### src/rtl/rtmr_pkg.sv
package rtmr_pkg;
    parameter int unsigned RT_PW  = 16;
    parameter int unsigned RT_OW  = 24;
    parameter int unsigned RT_TW  = RT_PW + RT_OW;

    typedef struct packed {
        logic [RT_OW-1:0] ovf;
        logic [RT_PW-1:0] cnt;
    } tstamp_t;

    typedef struct packed {
        logic             lo_en;
        logic             hi_en;
        logic [RT_PW-1:0] lo_val;
        logic [RT_OW-1:0] hi_val;
    } chan_cfg_t;

    function automatic logic at_period_end(input logic [RT_PW-1:0] cnt,
                                           input logic [RT_PW-1:0] per);
        logic [RT_PW-1:0] last;
        last = per - {{(RT_PW-1){1'b0}}, 1'b1};
        return cnt >= last;
    endfunction

    function automatic logic chan_hit(input chan_cfg_t cfg, input tstamp_t t);
        logic lo_ok;
        logic hi_ok;
        lo_ok = !cfg.lo_en || (t.cnt == cfg.lo_val);
        hi_ok = !cfg.hi_en || (t.ovf == cfg.hi_val);
        return (cfg.lo_en || cfg.hi_en) && lo_ok && hi_ok;
    endfunction
endpackage

### src/rtl/rt_timebase.sv
module rt_timebase
    import rtmr_pkg::*;
(
    input  logic             clk,
    input  logic             rst,
    input  logic             run,
    input  logic [RT_PW-1:0] period_cfg,
    output tstamp_t          now
);
    tstamp_t t_q;

    always_ff @(posedge clk) begin
        if (rst) begin
            t_q <= '0;
        end else if (run) begin
            if (at_period_end(t_q.cnt, period_cfg)) begin
                t_q.cnt <= '0;
                t_q.ovf <= t_q.ovf + 1'b1;
            end else begin
                t_q.cnt <= t_q.cnt + 1'b1;
            end
        end
    end

    assign now = t_q;

    p_freeze_r3: assert property (@(posedge clk) disable iff (rst)
        !run |=> ($stable(t_q.cnt) && $stable(t_q.ovf)));

    p_carry_with_wrap_r2: assert property (@(posedge clk) disable iff (rst)
        !$stable(t_q.ovf) |-> (t_q.cnt == '0 && t_q.ovf == $past(t_q.ovf) + 1'b1));
endmodule

### src/rtl/rt_capture.sv
module rt_capture
    import rtmr_pkg::*;
(
    input  logic             clk,
    input  logic             rst,
    input  tstamp_t          now,
    input  logic             sfd_pulse,
    input  logic             txend_pulse,
    input  logic             cap_sel,
    input  logic             low_rd,
    output tstamp_t          cap_q,
    output logic [RT_OW-1:0] shadow_q
);
    logic fire;
    assign fire = cap_sel ? txend_pulse : sfd_pulse;

    always_ff @(posedge clk) begin
        if (rst) begin
            cap_q    <= '0;
            shadow_q <= '0;
        end else begin
            if (fire)   cap_q    <= now;
            if (low_rd) shadow_q <= now.ovf;
        end
    end

    p_cap_idle_r4: assert property (@(posedge clk) disable iff (rst)
        !(cap_sel ? txend_pulse : sfd_pulse) |=> $stable(cap_q));

    p_shadow_hold_r9: assert property (@(posedge clk) disable iff (rst)
        !low_rd |=> $stable(shadow_q));
endmodule

### src/rtl/rt_compare_ch.sv
module rt_compare_ch
    import rtmr_pkg::*;
(
    input  logic      clk,
    input  logic      rst,
    input  tstamp_t   now,
    input  chan_cfg_t cfg,
    input  logic      clr,
    output logic      evt_q,
    output logic      flag_q
);
    logic hit;
    logic hit_d;
    logic first;

    assign hit   = chan_hit(cfg, now);
    assign first = hit && !hit_d;

    always_ff @(posedge clk) begin
        if (rst) begin
            hit_d  <= 1'b0;
            evt_q  <= 1'b0;
            flag_q <= 1'b0;
        end else begin
            hit_d  <= hit;
            evt_q  <= first;
            flag_q <= first | (flag_q & ~clr);
        end
    end

    p_evt_single_r6: assert property (@(posedge clk) disable iff (rst)
        evt_q |=> !evt_q);

    p_evt_sets_flag_r7: assert property (@(posedge clk) disable iff (rst)
        evt_q |-> flag_q);

    p_flag_sticky_r7: assert property (@(posedge clk) disable iff (rst)
        (flag_q && !clr) |=> flag_q);

    p_disabled_silent_r5: assert property (@(posedge clk) disable iff (rst)
        (!cfg.lo_en && !cfg.hi_en) |=> !evt_q);
endmodule

### src/rtl/radio_evt_timer.sv
module radio_evt_timer
    import rtmr_pkg::*;
#(
    parameter int unsigned NCH = 2
) (
    input  logic                 clk,
    input  logic                 rst,
    input  logic                 run,
    input  logic [RT_PW-1:0]     period_cfg,
    input  logic                 sfd_pulse,
    input  logic                 txend_pulse,
    input  logic                 cap_sel,
    input  logic                 low_rd,
    input  logic [NCH-1:0]       clr_flags,
    input  logic [NCH*RT_PW-1:0] cmp_lo_val,
    input  logic [NCH*RT_OW-1:0] cmp_hi_val,
    input  logic [NCH-1:0]       cmp_lo_en,
    input  logic [NCH-1:0]       cmp_hi_en,
    output logic [RT_TW-1:0]     now_time,
    output logic [RT_PW-1:0]     low_val,
    output logic [RT_OW-1:0]     shadow_hi,
    output logic [RT_TW-1:0]     cap_time,
    output logic [NCH-1:0]       evt,
    output logic [NCH-1:0]       flags,
    output logic                 irq
);
    tstamp_t now;
    tstamp_t cap;

    rt_timebase u_tb (
        .clk        (clk),
        .rst        (rst),
        .run        (run),
        .period_cfg (period_cfg),
        .now        (now)
    );

    rt_capture u_cap (
        .clk         (clk),
        .rst         (rst),
        .now         (now),
        .sfd_pulse   (sfd_pulse),
        .txend_pulse (txend_pulse),
        .cap_sel     (cap_sel),
        .low_rd      (low_rd),
        .cap_q       (cap),
        .shadow_q    (shadow_hi)
    );

    for (genvar c = 0; c < NCH; c++) begin : g_ch
        chan_cfg_t cfg;
        assign cfg.lo_en  = cmp_lo_en[c];
        assign cfg.hi_en  = cmp_hi_en[c];
        assign cfg.lo_val = cmp_lo_val[c*RT_PW +: RT_PW];
        assign cfg.hi_val = cmp_hi_val[c*RT_OW +: RT_OW];

        rt_compare_ch u_ch (
            .clk    (clk),
            .rst    (rst),
            .now    (now),
            .cfg    (cfg),
            .clr    (clr_flags[c]),
            .evt_q  (evt[c]),
            .flag_q (flags[c])
        );
    end

    assign now_time = now;
    assign low_val  = now.cnt;
    assign cap_time = cap;
    assign irq      = |flags;

    p_irq_follows_flags_r8: assert property (@(posedge clk) disable iff (rst)
        irq == (flags != '0));
endmodule

### config.mk
export PLATFORM = sky130hd
export DESIGN_NAME = radio_evt_timer
export DESIGN_NICKNAME = d
export VERILOG_FILES = /design/src/rtl/rtmr_pkg.sv /design/src/rtl/rt_timebase.sv /design/src/rtl/rt_capture.sv /design/src/rtl/rt_compare_ch.sv /design/src/rtl/radio_evt_timer.sv
export SDC_FILE = /design/constraint.sdc
export NUM_CORES = 1
export LEC_CHECK = 0
export BUFFER_PORTS_ARGS = -buffer_cell sky130_fd_sc_hd__buf_2
export CORE_MARGIN = 2
export CORE_UTILIZATION = 40
export CTS_BUF_LIST = sky130_fd_sc_hd__clkbuf_16
export CTS_CLUSTER_SIZE = 10
export DETAILED_ROUTE_END_ITERATION = 6
export PLACE_DENSITY_LB_ADDON = 0.1
export SLEW_MARGIN = 25
export SYNTH_ARGS = -nofsm -noshare
export SYNTH_HDL_FRONTEND = slang
export SYNTH_SLANG_ARGS = --single-unit
export TNS_END_PERCENT = 10
### constraint.sdc
create_clock -name clk -period 3.9 [get_ports clk]
set_clock_uncertainty 0.15 [all_clocks]
set_input_delay 0.585 -clock clk [delete_from_list [all_inputs] [get_ports clk]]
set_output_delay 0.585 -clock clk [all_outputs]
set_load 0.01 [all_outputs]
==> impl_metrics.json, run 1 <==
{
  "placedCellCount": 1102,
  "clock-sinks": 110,
  "synth_simple_gate_area_share_pct": 22.9,
  "synth_seq_area_share_pct": 36.0,
  "r2r_cells": 10,
  "globalRouteOverflowTotal": 0,
  "hold_path_startpoint": "g_ch[1].u_ch.hit_d$_SDFF_PP0_",
  "slew_headroom_pct": 44.1,
  "hold_path_class": "reg2reg",
  "pin_count_of_the_biggest_net_entering_global_routing": 63,
  "synth_async_sr_flop_share_pct": 0,
  "instance_count_of_the_mapped_netlist": 738,
  "clk_pin_slew_ns": 0.08,
  "period_needed_ns": 3.73,
  "synth_top_family_by_area": "simple AND/OR/NAND/NOR gates",
  "finalSetupViolCount": 0,
  "synthDominantCellAreaShare_pct": 36.0,
  "power.leakage_nw": 3.53,
  "synthTopCellsByCount": "sky130_fd_sc_hd__dfxtp_1, sky130_fd_sc_hd__nand2_1, sky130_fd_sc_hd__nor2_1",
  "ys.warnings.count": 0,
  "cts_tree": "built",
  "boundaryPins": 234,
  "netlist-cell-type-count": 51,
  "grt.total_usage_pct": 23.1,
  "startpoint_to_endpoint_class_of_the_critical_path": "in2reg",
  "critPathMaxFanout": 10,
  "post_route_cells_drive_above_1_share_pct": 31.7,
  "buffer_ports.inserted": 233,
  "fillCellCount": 1496,
  "design.core.area_sq_um": 15100,
  "cpPeakStageDelay_ns": 0.39,
  "largest_cells_by_area_after_synthesis": "sky130_fd_sc_hd__dfxtp_1, sky130_fd_sc_hd__xnor2_1, sky130_fd_sc_hd__xor2_1",
  "crit_required_ns": 4.03,
  "layout.core_utilization_pct": 50.2,
  "crit-reg2reg-launch": "u_tb.now[0]$_SDFFE_PP0P_",
  "synth_seq_cells": 110,
  "antenna-diode-count": 0,
  "first_global_vias": 5414,
  "cts_buffer_depth": 2,
  "r2r_end": "u_tb.now[37]$_SDFFE_PP0P_",
  "syn-num-nets": 866,
  "path_buf_inv": 2,
  "drv_cap": 0,
  "synth_area_leader_cell": "sky130_fd_sc_hd__dfxtp_1",
  "placed_cell_area_sq_um": 7270,
  "htree_levels": 3,
  "fp.dieW_um": 128,
  "worstSetupPathDepth": 15,
  "timing.final.hold_violations": 0,
  "die-area_sq_um": 16300,
  "post_synth.cell_area_avg_sq_um": 8.28,
  "clk_lat_worst_skew_ns": 0.36,
  "synth-edff-count": 0,
  "drt_iter0_markers": 258,
  "detailroute.via_count": 5671,
  "num-nets-final": 1053,
  "worstSetupEndpoint": "u_tb.now[34]$_SDFFE_PP0P_",
  "hold_ws_ns": 0.251,
  "start_util_pct": 40.5,
  "ir_drop_mv": 0.160,
  "chip_height_um": 128,
  "final_area_sq_um": 7580,
  "synth_mux_area_share_pct": 4.63,
  "yosys.cell_count.top_type": "sky130_fd_sc_hd__dfxtp_1",
  "post-route-worst-setup-slack_ns": 0.167,
  "detail_route.drc_violations": 0,
  "run_status": "complete, no violations",
  "placementRows": 45,
  "total_negative_setup_slack_ns": 0,
  "global_placement_routability_congestion": 0.891,
  "wl_per_cell_um": 17.1,
  "hpwl_reported_at_the_end_of_detailed_placement_um": 14200,
  "reg2reg_slack_ns": 1.05,
  "timing.critical_path.arrival_ns": 3.86,
  "grt_antenna_before_repair": 0,
  "clock.fmax_ghz": 0.268,
  "timing.critical_path.from_type": "input pin",
  "fin_cells": 1118,
  "critical_path.endpoint_type": "flop",
  "first_pass_grt_wire_length_um": 29500,
  "synthesis.area_sq_um": 6110,
  "totalWireLength_um": 19100,
  "detailedPlace.worstSlack_ns": -0.240,
  "number_of_buffers_created_by_cts": 9,
  "post_synth_fa_ha_maj_area_fraction_pct": 3.89,
  "syn_to_final_growth_pct": 24.0,
  "crit_chain": "buf_2 -> or3_1 -> or2_2 -> or3_4 -> nor4b_2 -> xnor2_1 -> ha_1 -> nand2_1 -> o21a_1 -> nand2_1 -> and3_1 -> nand3_2 -> buf_4 -> or3_1 -> a21oi_1",
  "origin_of_the_worst_setup_path": "period_cfg[3]",
  "finalCritPeriodShare_pct": 95.7,
  "clockRootBuffer": "sky130_fd_sc_hd__clkbuf_16",
  "totalPowerFinal_mw": 2.22,
  "final_antenna_net_count": 0,
  "share_of_the_synthesized_area_in_compound_gates_ao_oa_aoi_oai_pct": 8.13,
  "maxSlewViolCount": 0,
  "synthFlopType": "sky130_fd_sc_hd__dfxtp_1",
  "power-per-cell-area_nw_per_um2": 293,
  "synthXorXnorAreaFrac_pct": 16.6,
  "timing.critical_path.slowest_stage_cell": "sky130_fd_sc_hd__or3_1",
  "vias_per_cell": 5.07,
  "family_with_the_most_delay_on_the_worst_path": "simple AND/OR/NAND/NOR gates",
  "worstMarginPinSlew_ns": 0.839,
  "ctsHoldBuffers": 0,
  "firstDrtPassIters": 5
}
==> per-layer routing <==
metal / part of all wire (%) / vias to the layer above / track usage [%]
met5: 0 / - / 0
met4: 1.5 / 0 / 6.21
met3: 6.4 / 21 / 5.28
met2: 48 / 186 / 38.6
met1: 44 / 2651 / 30.2
li1: - / 2813 / -
==> placed cells by master (no fill, tap or decap), drive strengths merged, types with 3 or more instances in the layout <==
| master | Yosys | layout |
|---|---|---|
| and2 | 5 | 5 |
| nand2b | 3 | 3 |
| o21ai | 13 | 13 |
| mux2i | 26 | 26 |
| nand2 | 105 | 105 |
| nor2b | 3 | 3 |
| and3 | 9 | 9 |
| ha | 19 | 19 |
| a21o | 5 | 5 |
| o31ai | 4 | 4 |
| xnor2 | 59 | 59 |
| clkbuf | 40 | 9 |
| xor2 | 57 | 57 |
| nor4 | 14 | 14 |
| nand4 | 29 | 29 |
| or3 | 10 | 10 |
| or4 | 4 | 4 |
| buf | 41 | 257 |
| or2 | 3 | 3 |
| nand3 | 11 | 11 |
| nor2 | 73 | 73 |
| inv | 10 | 11 |
| nor3 | 6 | 6 |
| clkinv | 0 | 5 |
| a21oi | 60 | 60 |
| dfxtp | 110 | 110 |
| nand3b | 4 | 4 |
==> layout make-up <==
| type | instances | area, sq um | area share [%] |
|---|---|---|---|
| Tap cell | 188 | 235 | 3.10 |
| Timing Repair Buffer | 257 | 1350 | 17.8 |
| Clock inverter | 7 | 42.5 | 0.561 |
| Clock buffer | 9 | 225 | 2.97 |
| Inverter | 10 | 40.0 | 0.528 |
| Sequential cell | 110 | 2200 | 29.0 |
| Multi-Input combinational cell | 537 | 3490 | 46.0 |
==> what timing repair did <==
| item | 4_1_cts | 5_1_grt |
|---|---|---|
| setup buffers | 0 | 0 |
| endpoints found under the setup margin | 0 | 27 |
| gates resized for setup | 0 | 9 |
==> kinds of logic after synthesis <==
| family | count (synthesis) |
|---|---|
| buf+inv | 91 |
| fa+ha+maj | 19 |
| mux | 28 |
| flops | 110 |
| xor+xnor | 116 |
| compound gates | 90 |
| simple gates | 284 |
==> where the power goes <==
group / switching, mW / leakage [nW] / internal (mW)
clock: 0.428 / 0.134 / 0.429
sequential: 0.00770 / 0.887 / 1.13
combinational: 0.129 / 2.51 / 0.103
total: 0.564 / 3.53 / 1.66
==> worst min-delay path by stage <==
stage                                         end  slack (ns)  cells after the start
floorplan           g_ch[0].u_ch.evt_q$_SDFF_PP0_        0.23                      1
global placement    g_ch[0].u_ch.evt_q$_SDFF_PP0_        0.24                      1
detailed placement  g_ch[0].u_ch.evt_q$_SDFF_PP0_        0.25                      1
CTS                 g_ch[0].u_ch.evt_q$_SDFF_PP0_        0.25                      1
global route        g_ch[0].u_ch.evt_q$_SDFF_PP0_        0.28                      1
finish              g_ch[1].u_ch.evt_q$_SDFF_PP0_        0.25                      1
==> sequential cells by signal, summed over array words and instances, names as in the netlist <==
| signal | count |
|---|---|
| g_ch.u_ch.hit_d | 2 |
| g_ch.u_ch.evt_q | 2 |
| u_cap.shadow_q | 24 |
| g_ch.u_ch.flag_q | 2 |
| u_tb.now | 40 |
| u_cap.cap_q | 40 |
Note: power is estimated with default switching activity, not from simulation.
==> run 2, diff against run 1 <==
BUFFER_PORTS_ARGS = -buffer_cell sky130_fd_sc_hd__clkbuf_2   (was -buffer_cell sky130_fd_sc_hd__buf_2)
==> run 2 against run 1 <==
Net effect:
- global-route usage grew 0.18 points
- register-to-register slack worse by 0.11 ns
- flip-flop and latch count unchanged
- largest cell class unchanged
- total power rose by 2.5%
- worst setup slack better by 0.036 ns
==> impl_metrics.json, run 2 (synthesis gave the netlist of run 1 again) <==
{
  "clk_pin_slew_ns": 0.07,
  "finalSetupViolCount": 0,
  "first_pass_grt_wire_length_um": 29600,
  "final_antenna_net_count": 0,
  "power.switching_uw": 553,
  "power.sequential.fraction_pct": 49.8,
  "finalCritPeriodShare_pct": 94.8,
  "clk_lat_worst_skew_ns": 0.35,
  "startpoint_to_endpoint_class_of_the_critical_path": "in2reg",
  "pin_count_of_the_biggest_net_entering_global_routing": 53,
  "design.core.area_sq_um": 15100,
  "reg2reg_slack_ns": 0.94,
  "start_util_pct": 40.5,
  "internal-power_mw": 1.73,
  "grt.total_usage_pct": 23.3,
  "layout_commonest_cell": "sky130_fd_sc_hd__clkbuf_2",
  "totalPowerFinal_mw": 2.28,
  "final_area_sq_um": 7580,
  "timing.critical_path.from_type": "input pin",
  "r2r_end": "u_tb.now[36]$_SDFFE_PP0P_",
  "drv_cap": 0,
  "r2r_cells": 10,
  "grt_antenna_before_repair": 0,
  "drt_iter0_markers": 252,
  "syn_to_final_growth_pct": 24.1,
  "boundaryPins": 234,
  "hold_path_class": "reg2reg",
  "post-route-worst-setup-slack_ns": 0.203,
  "most-common-layout-cells": "sky130_fd_sc_hd__clkbuf_2, sky130_fd_sc_hd__dfxtp_1, sky130_fd_sc_hd__nand2_1",
  "detailroute.via_count": 5796,
  "fillCellCount": 1524,
  "pwr-share-clk_pct": 40.0,
  "run_status": "complete, no violations",
  "fp.dieW_um": 128,
  "cts_buffer_depth": 2,
  "die-area_sq_um": 16300,
  "hpwl_reported_at_the_end_of_detailed_placement_um": 14400,
  "rsz0062_at_grt": "no",
  "first_global_vias": 5632,
  "maxSlewViolCount": 0,
  "detail_route.drc_violations": 0,
  "clock-sinks": 110,
  "cts_tree": "built",
  "antenna-diode-count": 0,
  "power.leakage_nw": 3.45,
  "detailedPlace.worstSlack_ns": -0.246,
  "hold_ws_ns": 0.262,
  "critPathMaxFanout": 14,
  "share_comb_of_total_power_pct": 10.2,
  "clockRootBuffer": "sky130_fd_sc_hd__clkbuf_16",
  "post_route_cells_drive_above_1_share_pct": 31.3,
  "num-nets-final": 1053,
  "sw_frac_of_total_pct": 24.3,
  "min_to": "g_ch[0].u_ch.evt_q$_SDFF_PP0_",
  "seq_area_sq_um": 2200,
  "buffer_ports.inserted": 233,
  "chip_height_um": 128,
  "period_needed_ns": 3.70,
  "crit-reg2reg-launch": "u_tb.now[0]$_SDFFE_PP0P_",
  "wl_per_cell_um": 17.1,
  "placementRows": 45,
  "hold_path_startpoint": "g_ch[0].u_ch.hit_d$_SDFF_PP0_",
  "number_of_buffers_created_by_cts": 9,
  "crit_required_ns": 4.03,
  "ir_drop_mv": 0.170,
  "clock.fmax_ghz": 0.270,
  "multi_input_area_sq_um": 3460,
  "critical_path.endpoint_type": "flop",
  "placed_cell_area_sq_um": 7270,
  "worstMarginPinSlew_ns": 0.903,
  "global_placement_routability_congestion": 0.863,
  "firstDrtPassIters": 4,
  "globalRouteOverflowTotal": 0,
  "timing.final.hold_violations": 0,
  "timing.critical_path.arrival_ns": 3.82,
  "htree_levels": 3,
  "slew_headroom_pct": 39.8,
  "power-per-cell-area_nw_per_um2": 301,
  "totalWireLength_um": 19100,
  "timing.hold.worst_path_depth": 1,
  "vias_per_cell": 5.18
}
run 2: changes by cell type in the layout (fill, tap and decap cells not counted), sizes merged:
cell    before  now
bufinv       0    1
clkbuf       9  241
clkinv       5    0
buf        257   25
inv         11   15
run 2: timing repair:
action / 4_1_cts / 5_1_grt
endpoints found under the setup margin: 0 / 11
resized for setup: 0 / 4
hold buffers: 0 / 0
setup buffers: 0 / 0
run 2: critical path, cell delays in order:
cell                       delay, ns
sky130_fd_sc_hd__clkbuf_2       0.09
sky130_fd_sc_hd__or3_1          0.38
sky130_fd_sc_hd__or2_2          0.31
sky130_fd_sc_hd__nor4_2         0.23
sky130_fd_sc_hd__nand3b_1       0.19
sky130_fd_sc_hd__nor3_1         0.20
sky130_fd_sc_hd__xnor2_1        0.10
sky130_fd_sc_hd__ha_1           0.32
sky130_fd_sc_hd__nand2_1        0.09
sky130_fd_sc_hd__o21a_1         0.19
sky130_fd_sc_hd__nand2_1        0.07
sky130_fd_sc_hd__and3_1         0.18
sky130_fd_sc_hd__nand3_1        0.08
sky130_fd_sc_hd__buf_4          0.19
sky130_fd_sc_hd__or4_1          0.47
sky130_fd_sc_hd__a21oi_1        0.15
run 2: layout make-up:
class                      count  share of cell area [%]
sequential                   110                    29.0
tap                          188                    3.10
timing repair buffer         257                    17.8
multi-input combinational    537                    45.7
clock inverter                 7                   0.875
clock buffer                   9                    2.97
inverter                      10                   0.528
run 2: power by group through the flow:
stage / Sequential, mW / Combinational (mW) / Clock, mW
after detailed placement: 1.16 / 0.233 / 0
after global routing: 1.14 / 0.256 / 0.987
after floorplan: 1.16 / 0.125 / 0
final: 1.14 / 0.233 / 0.912
after global placement: 1.16 / 0.227 / 0
after CTS: 1.14 / 0.234 / 0.949
run 2: how the worst max path moves through the flow:
stage	from	endpoint	depth (start not counted)
floorplan	period_cfg[3]	u_tb.now[24]$_SDFFE_PP0P_	15
global placement	period_cfg[3]	u_tb.now[36]$_SDFFE_PP0P_	14
detailed placement	period_cfg[3]	u_tb.now[36]$_SDFFE_PP0P_	14
CTS	period_cfg[3]	u_tb.now[36]$_SDFFE_PP0P_	14
global route	period_cfg[3]	u_tb.now[36]$_SDFFE_PP0P_	15
finish	period_cfg[3]	u_tb.now[36]$_SDFFE_PP0P_	16
run 2: per-stage QoR:
stage / TNS [ns] / utilization, % / std cells
final: 0 / 50.2 / 1118
after global routing: 0 / 50.2 / 1118
after CTS: 0 / 50.1 / 1118
after detailed placement: -2.47 / 48.2 / 1102
after global placement: -1.48 / 48.2 / 1102
after floorplan: 0 / - / 738
run 2: metal layers:
layer  part of all wire (%)  vias to the layer above  GRT usage [%]
met2                     48                      203           39.5
met4                    2.2                        0           8.08
li1                       -                     2821              -
met5                      0                        -              0
met1                     43                     2747           29.1
met3                    6.7                       25           5.40
==> run 3, diff against run 2 <==
ABC_CLOCK_PERIOD_IN_PS = 3900   (was not set)
GPL_TIMING_DRIVEN = 0   (was not set)
==> run 3 against run 2 <==
Net effect:
- flip-flop and latch count stayed put
- final cell count grew 5.1%
- total power up 5.5%
- die area is the same
- sequential power barely moved
- critical path depth is 2 lower
- clock power increased by 13%
- via count rose by 1.3%
- core utilization grew 2.2 points
- critical path type unchanged
- largest power group unchanged
==> impl_metrics.json, run 3 (synthesis gave the netlist of run 1 again) <==
{
  "first_pass_grt_wire_length_um": 29800,
  "placementRows": 45,
  "critical_path.endpoint_type": "flop",
  "global_placement_routability_congestion": 0.850,
  "first_global_vias": 5415,
  "run_status": "complete, no violations",
  "finalCritPeriodShare_pct": 98.1,
  "finalSetupViolCount": 0,
  "number_of_buffers_created_by_cts": 9,
  "hpwl_reported_at_the_end_of_detailed_placement_um": 15500,
  "family_with_the_most_delay_on_the_worst_path": "simple AND/OR/NAND/NOR gates",
  "design.core.area_sq_um": 15100,
  "htree_levels": 3,
  "grt.total_usage_pct": 23.9,
  "boundaryPins": 234,
  "post_route_cells_drive_above_1_share_pct": 31.9,
  "crit_chain": "clkbuf_2 -> or3_1 -> or2_2 -> or3_4 -> nor4_2 -> xnor2_1 -> ha_1 -> nand4_1 -> a311o_1 -> nand3_2 -> nand3_2 -> buf_4 -> nor2_1 -> mux2_2",
  "layout_commonest_cell": "sky130_fd_sc_hd__clkbuf_2",
  "chip_height_um": 128,
  "startpoint_to_endpoint_class_of_the_critical_path": "in2reg",
  "drv_cap": 0,
  "worst_path_most_repeated_cell": "sky130_fd_sc_hd__nand3_2",
  "path_buf_inv": 2,
  "antenna-diode-count": 0,
  "fp.dieW_um": 128,
  "clk_lat_worst_skew_ns": 0.35,
  "vias_per_cell": 5.00,
  "fillCellCount": 1548,
  "most-common-layout-cells": "sky130_fd_sc_hd__clkbuf_2, sky130_fd_sc_hd__dfxtp_1, sky130_fd_sc_hd__nand2_1",
  "pin_count_of_the_biggest_net_entering_global_routing": 20,
  "slew_headroom_pct": 47.9,
  "layout.core_utilization_pct": 52.5,
  "detailroute.via_count": 5873,
  "num-nets-final": 1110,
  "buffer_ports.inserted": 232,
  "power.leakage_nw": 3.61,
  "ctsHoldBuffers": 0,
  "maxSlewViolCount": 0,
  "clock.fmax_ghz": 0.261,
  "critPathMaxFanout": 10,
  "globalRouteOverflowTotal": 0,
  "timing.critical_path.arrival_ns": 3.92,
  "wl_per_cell_um": 17.0,
  "clock-sinks": 110,
  "die-area_sq_um": 16300,
  "syn_to_final_growth_pct": 29.5,
  "timing.critical_path.slowest_stage_cell": "sky130_fd_sc_hd__or3_4",
  "start_util_pct": 40.5,
  "hold_path_class": "reg2reg",
  "totalWireLength_um": 19900,
  "detail_route.drc_violations": 0,
  "final_antenna_net_count": 0,
  "power-per-cell-area_nw_per_um2": 304,
  "rsz0062_at_grt": "yes",
  "hold_ws_ns": 0.255,
  "timing.critical_path.from_type": "input pin",
  "timing.final.hold_violations": 0,
  "grt_antenna_before_repair": 0,
  "ir_drop_mv": 0.181,
  "period_needed_ns": 3.83,
  "worstMarginPinSlew_ns": 0.781,
  "cpPeakStageDelay_ns": 0.39,
  "crit_required_ns": 4.00,
  "cts_tree": "built",
  "drt_iter0_markers": 256,
  "cts_buffer_depth": 2,
  "clockRootBuffer": "sky130_fd_sc_hd__clkbuf_16",
  "firstDrtPassIters": 5,
  "clk_pin_slew_ns": 0.08
}
[run 3: final cells by class]
cell class / count / area, sq um / share of cell area (%)
multi-input combinational: 537 / 3490 / 44.1
sequential: 110 / 2200 / 27.8
timing repair buffer: 233 / 1170 / 14.8
buffer: 81 / 447 / 5.64
tap: 188 / 235 / 2.97
clock buffer: 9 / 225 / 2.84
clock inverter: 7 / 105 / 1.33
inverter: 10 / 40.0 / 0.506
[run 3: what timing repair did]
| item | in CTS | in global routing |
|---|---|---|
| setup endpoints to repair | 32 | 30 |
| buffers inserted | 1 | 0 |
| pin swaps | 2 | 3 |
| endpoints found under the hold margin | 0 | 0 |
| resized for setup | 13 | 8 |
[run 3: path summary, 6_finish.rpt]
kind,from,to,slack [ns],cells after the start
worst max register to register,u_tb.now[0]$_SDFFE_PP0P_,u_tb.now[24]$_SDFFE_PP0P_,1.05,10
worst min register to register,g_ch[0].u_ch.hit_d$_SDFF_PP0_,g_ch[0].u_ch.evt_q$_SDFF_PP0_,0.25,1
worst min-delay path,g_ch[0].u_ch.hit_d$_SDFF_PP0_,g_ch[0].u_ch.evt_q$_SDFF_PP0_,0.25,1
worst max-delay path,period_cfg[3],u_tb.now[24]$_SDFFE_PP0P_,0.07,14
[run 3: power by group]
group	leakage [nW]	internal (mW)	total, mW	switching [mW]
clock network	0.158	0.573	1.03	0.455
logic	2.57	0.108	0.242	0.135
registers	0.887	1.13	1.13	0.00712
total	3.61	1.81	2.40	0.597
[run 3: metrics by stage]
| step | setup WS (ns) | instance area [sq um] | total power [mW] | setup TNS (ns) | instances |
|---|---|---|---|---|---|
| 5_1_grt | -0.0803 | 7920 | 2.50 | -0.656 | 1175 |
| 6_report | 0.0745 | 7920 | 2.40 | 0 | 1175 |
| 4_1_cts | 0.00638 | 7900 | 2.43 | 0 | 1175 |
| 3_3_place_gp | -0.845 | 7510 | 1.40 | -20.21 | 1158 |
| 3_5_place_dp | -0.824 | 7510 | 1.40 | -19.73 | 1158 |
| 2_1_floorplan | 0.0195 | 6110 | 1.28 | 0 | 738 |
[run 3: layer usage]
| metal | up-vias | share of wire, % | GRT usage, % |
|---|---|---|---|
| li1 | 2932 | - | - |
| met1 | 2707 | 43 | 30.1 |
| met2 | 209 | 49 | 40.6 |
| met3 | 25 | 6.2 | 4.86 |
| met4 | 0 | 1.9 | 8.27 |
| met5 | - | 0 | 0 |
[run 3: worst register-to-register path: cells and delay by family, from the launching register on]
| family | cells | cell delay, ns |
|---|---|---|
| buffers and inverters | 2 | 0.34 |
| AOI/OAI and AO/OA | 2 | 0.45 |
| adders and majority gates | 1 | 0.29 |
| muxes | 1 | 0.35 |
| and+or+nand+nor | 4 | 0.54 |
| DFF | 1 | 0.61 |
